## src/rtl/lp_exit_dbg_sync.sv

```systemverilog
module lp_exit_dbg_sync #(
  parameter int SYNC_STAGES = 2
) (
  input  logic clk,
  input  logic rst_n,
  input  logic dbg_en,
  input  logic halt_exit_req,
  input  logic stby_exit_req,
  input  logic dbg_sync,
  output logic exit_ack,
  output logic tdo_out,
  output logic tdo_oe
);

  localparam int LAST = SYNC_STAGES - 1;

  typedef enum logic [1:0] {ST_IDLE, ST_WAIT, ST_ACK} state_t;

  state_t           state;
  logic [LAST:0]    sync_q;
  logic             sync_seen;
  logic             req_any;

  assign req_any   = halt_exit_req | stby_exit_req;
  assign sync_seen = sync_q[LAST];

  always_ff @(posedge clk or negedge rst_n) begin
    if (!rst_n) sync_q <= '0;
    else        sync_q <= {sync_q[LAST-1:0], dbg_sync};
  end

  always_ff @(posedge clk or negedge rst_n) begin
    if (!rst_n) begin
      state <= ST_IDLE;
    end else if (!dbg_en) begin
      state <= ST_IDLE;
    end else begin
      case (state)
        ST_IDLE: if (req_any)   state <= ST_WAIT;
        ST_WAIT: if (sync_seen) state <= ST_ACK;
        ST_ACK:  if (!req_any)  state <= ST_IDLE;
        default:                state <= ST_IDLE;
      endcase
    end
  end

  assign tdo_out  = (state == ST_IDLE);
  assign tdo_oe   = dbg_en;
  assign exit_ack = dbg_en ? (state == ST_ACK) : req_any;

endmodule

```

## config.mk

```make
export PLATFORM = sky130hd
export DESIGN_NAME = lp_exit_dbg_sync
export DESIGN_NICKNAME = d
export VERILOG_FILES = /design/src/rtl/lp_exit_dbg_sync.sv
export SDC_FILE = /design/constraint.sdc
export NUM_CORES = 1
export LEC_CHECK = 0
export BUFFER_PORTS_ARGS = -buffer_cell sky130_fd_sc_hd__buf_2
export CORE_AREA = 2 2 39 41
export CTS_CLUSTER_DIAMETER = 120
export CTS_CLUSTER_SIZE = 14
export DETAILED_ROUTE_END_ITERATION = 10
export DIE_AREA = 0 0 41 43
export GPL_TIMING_DRIVEN = 0
export SLEW_MARGIN = 5
export SYNTH_ARGS = -nofsm -noshare
export SYNTH_HDL_FRONTEND = slang
export SYNTH_SLANG_ARGS = --single-unit
```

## constraint.sdc

```tcl
create_clock -name clk -period 0.9 [get_ports clk]
set_input_delay 0.09 -clock clk [delete_from_list [all_inputs] [get_ports clk]]
set_output_delay 0.09 -clock clk [all_outputs]
set_load 0.05 [all_outputs]
```

Word-level counts from Yosys, hierarchy flattened

Cells that the tools add are included.

Register bits after elaboration: 4
Bits of input ports: 6
Output and inout bits: 3
Word-level logic and storage cells: 16

Equal/unequal tests: 5
Mux-type cells: 6
Bitwise operators: 1
Reductions and logical operators: 2

Operators by type and width:

| kind               | count |
|---|---|
| $mux 2             | 4 |
| $ne 3x3->1 const B | 2 |
| $pmux 2 s3         | 1 |
| $ne 3x2->1 const B | 1 |
| $reduce_and 3->1   | 1 |
| $eq 2x1->1 const B | 1 |
| $eq 2x2->1 const B | 1 |
| $logic_not 2->1    | 1 |
| $mux 1             | 1 |
| $or 1x1->1         | 1 |

Logic depth before layout (Yosys ltp)

Depth after elaboration: 4
Gate-level depth with buffers: 3
Depth with buffers taken out: 3

Least setup slack after synthesis

Ideal clock, no wire load.

Path kind: flip-flop to output port
Start: register state[0]
End: output port exit_ack
Data arrival time: 1323 ps
Required time: 810 ps
Setup slack: -513 ps
Stages on the path, launching flop included: 3
Buffers on the path: 0
Cells stage by stage: dfrtp_1 > nand2b_1 > a21oi_1

Word-level cells in the longest chain between the ends: 2

Ends and longest elaborated chain:

| item                   | RTL line | text |
|---|---|---|
| from (decl)            | 19       | `state_t state;` |
| from (signal assigned) | 34       | `state <= ST_IDLE;` |
| from (signal assigned) | 36       | `state <= ST_IDLE;` |
| from (signal assigned) | 39       | `ST_IDLE: if (req_any) state <= ST_WAIT;` |
| $eq 2x2->1             | 49       | `assign exit_ack = dbg_en ? (state == ST_ACK) : req_any;` |
| $mux 1                 | 49       |  |
| to (decl)              | 10       | `output logic exit_ack,` |

No other way between the ends.

Worst setup path in the final report

Ends and elaborated chain as after synthesis.

==> qor.json <==
{
  "status": "finished, violations left",
  "violations": "negative setup slack",
  "postSynthCellCount": 15,
  "cts_max_level": 1,
  "detail_route.wl_per_cell_um": 8.02,
  "timing.fmax_mhz": 895,
  "hold_path_class": "primary input to async pin",
  "grt_pass1_wl_um": 579,
  "power_uw": 582,
  "die_y_um": 43,
  "synthesis.nets": 21,
  "worst-path-buf-inv": 1,
  "post_route_cells_drive_above_1_share": 0.710,
  "instances_no_fill": 47,
  "cellInternalPower_uw": 421,
  "finalWirelength_um": 377,
  "reg2reg_from": "state[0]",
  "die-area_um2": 1760,
  "cts.sinks": 4,
  "cts-root-to-sink-buffers": 2,
  "num_rows": 14,
  "fin_worst_hold_slack_ns": 0.191,
  "firstDrtPassIters": 1,
  "crit_start": "state[0]",
  "seq_cell_area_um2": 101,
  "final.setup.worst_slack_ns": -0.217,
  "irDropWorstVdd_uv": 926,
  "n_fill_cell": 143,
  "clockPowerShare": 0.371,
  "detailed_place_hpwl_um": 250,
  "skew_ns": 0.00279,
  "timing.critical_path.to_type": "output pin",
  "detailedRoute.firstIterationViolations": 0,
  "met2_track_usage_gr": 0.0688,
  "number_of_distinct_library_cell_variants_in_the_gate_level_netlist_after_synthesis": 10,
  "root_buffer": "sky130_fd_sc_hd__clkbuf_4",
  "clock_tree_from_tritoncts": "done",
  "grt_util_met3": 0.0471,
  "worstMarginPinSlew_ns": 0.322,
  "post-place-ws_ns": -0.114,
  "p_leak_nw": 0.154,
  "timing.critical_path.slowest_cell_delay_ns": 0.36,
  "period_share": 1.24,
  "first_global_vias": 161,
  "crit_chain": "nand2b_4, a21oi_4, buf_6",
  "portBuffers": 8,
  "slew_headroom": 0.784,
  "drt-vias-per-instance": 3.45,
  "track_usage": 0.0535,
  "criticalPathCategory": "flop to output pin",
  "final-hold-violation-count": 0,
  "post-route-min-period_ns": 1.12,
  "avgSynthCellArea_um2": 11.0,
  "drc": 0,
  "grt_use_met1": 0.0523,
  "placeableCoreArea_um2": 1380,
  "finalNetCount": 39,
  "worst-endpoint-arrival_ns": 1.03,
  "grt_overflow": 0,
  "floorplan.die.width_um": 41,
  "worstSetupStartpointType": "flop",
  "gr-max-usage-layer": "met2",
  "report.final.setup_viol": 4,
  "cpLargestDelayFamily": "flip-flops",
  "switching_power_uw": 161,
  "pwr-share-comb": 0.282,
  "diodes": 0,
  "route.antenna.remaining_nets": 0,
  "r2r-end": "state[0]",
  "p_per_area_nw_per_um2": 1700,
  "synth.cell_area_um2": 165,
  "timing.critical_path.slowest_stage_cell": "sky130_fd_sc_hd__dfrtp_1",
  "post-route-util": 0.247,
  "synth_sequential_area_ratio": 0.606,
  "clock_latency_at_the_later_pin_of_the_worst_skew_pair_ns": 0.23,
  "rsz0062_at_grt": "true",
  "finalMaxSlewViolations": 0,
  "place.detailed.instances": 39,
  "critPathRequiredTime_ns": 0.81,
  "number_of_antenna_violations_at_the_first_check_in_global_routing": 0,
  "largest_fanout_of_any_net_on_the_critical_path": 2,
  "synth_seq_cells": 4,
  "dr_total_vias": 162,
  "ys.warnings.count": 0,
  "clk_pin_slew_ns": 0.04,
  "reg2reg_depth": 4,
  "multi_input_area_um2": 91.3,
  "globalplace.congestion": 0.541,
  "io_pins": 9,
  "power.switching_fraction": 0.276,
  "r2r_slack_ns": -0.17,
  "power.share.sequential": 0.347,
  "grt_max_degree": 6,
  "cap_violations": 0,
  "area.growth.synth_to_final_pct": 107,
  "cts_buffer_count": 3,
  "start_util": 0.119
}
cell usage in the layout (no fill, tap or decap):
| cell | n |
|---|---|
| sky130_fd_sc_hd__clkbuf_4 | 3 |
| sky130_fd_sc_hd__dfrtp_2 | 1 |
| sky130_fd_sc_hd__nand2b_4 | 1 |
| sky130_fd_sc_hd__nor2_1 | 1 |
| sky130_fd_sc_hd__buf_4 | 3 |
| sky130_fd_sc_hd__dfrtp_1 | 3 |
| sky130_fd_sc_hd__o22ai_1 | 1 |
| sky130_fd_sc_hd__and4bb_2 | 1 |
| sky130_fd_sc_hd__dlygate4sd3_1 | 2 |
| sky130_fd_sc_hd__nand2_2 | 1 |
| sky130_fd_sc_hd__nor3_1 | 1 |
| sky130_fd_sc_hd__buf_2 | 6 |
| sky130_fd_sc_hd__buf_6 | 3 |
| sky130_fd_sc_hd__nor2_4 | 1 |
| sky130_fd_sc_hd__a21oi_4 | 1 |
| sky130_fd_sc_hd__and2_1 | 1 |
| sky130_fd_sc_hd__nor3_2 | 1 |
state kept, by name, summed over array words and instances (netlist names):
| name | count |
|---|---|
| state | 2 |
| sync_q | 2 |
cells by family after synthesis:
family          count (synthesis)  synth area share
simple gates                    8             0.280
flops                           4             0.606
compound gates                  2            0.0682
buf+inv                         1            0.0455
synth_stat cells:
cell,count,share of area
sky130_fd_sc_hd__buf_4,1,0.045
sky130_fd_sc_hd__nor2_1,2,0.045
sky130_fd_sc_hd__and2_1,1,0.038
sky130_fd_sc_hd__nor3_1,2,0.061
sky130_fd_sc_hd__and4bb_2,1,0.076
sky130_fd_sc_hd__nand2_1,1,0.023
sky130_fd_sc_hd__nand2b_1,1,0.038
sky130_fd_sc_hd__a21oi_1,1,0.030
sky130_fd_sc_hd__dfrtp_1,4,0.61
sky130_fd_sc_hd__o22ai_1,1,0.038
metal layers:
layer	wire, um	up-vias
met5	0	-
met4	0	0
met3	36	0
met2	163	8
met1	177	70
li1	-	84
power groups by stage:
stage	Clock [mW]	Combinational [mW]	Sequential [mW]
after floorplan	0	0.0795	0.204
after global placement	0	0.110	0.205
after detailed placement	0	0.112	0.205
after CTS	0.227	0.161	0.201
after global routing	0.243	0.174	0.203
final	0.216	0.164	0.202
stage by stage:
step	setup TNS (ns)	instance area, um2
2_1_floorplan	-0.118	186
3_3_place_gp	-0.152	246
3_5_place_dp	-0.172	246
4_1_cts	-0.742	337
5_1_grt	-0.839	342
6_report	-0.672	342
worst max path at each step:
stage,end,slack [ns],cells past startpoint
4_1_cts,exit_ack,-0.23,3
5_1_grt,exit_ack,-0.26,3
3_5_place_dp,exit_ack,-0.11,3
6_report,exit_ack,-0.22,3
2_1_floorplan,exit_ack,-0.06,2
3_3_place_gp,exit_ack,-0.11,3
repair_timing:
item                                    CTS  global route
hold buffers                              2             0
resized for setup                         8             1
endpoints found under the hold margin     5             0
setup buffers                             3             0
endpoints found under the setup margin    4             4
pin swaps                                 3             2
layout make-up:
cell class / count / share of cell area
tap: 16 / 0.0586
sequential: 4 / 0.297
buffer: 1 / 0.0220
clock buffer: 3 / 0.0659
timing repair buffer: 13 / 0.289
multi-input combinational: 10 / 0.267
Note: power is estimated with default switching activity, not from simulation.
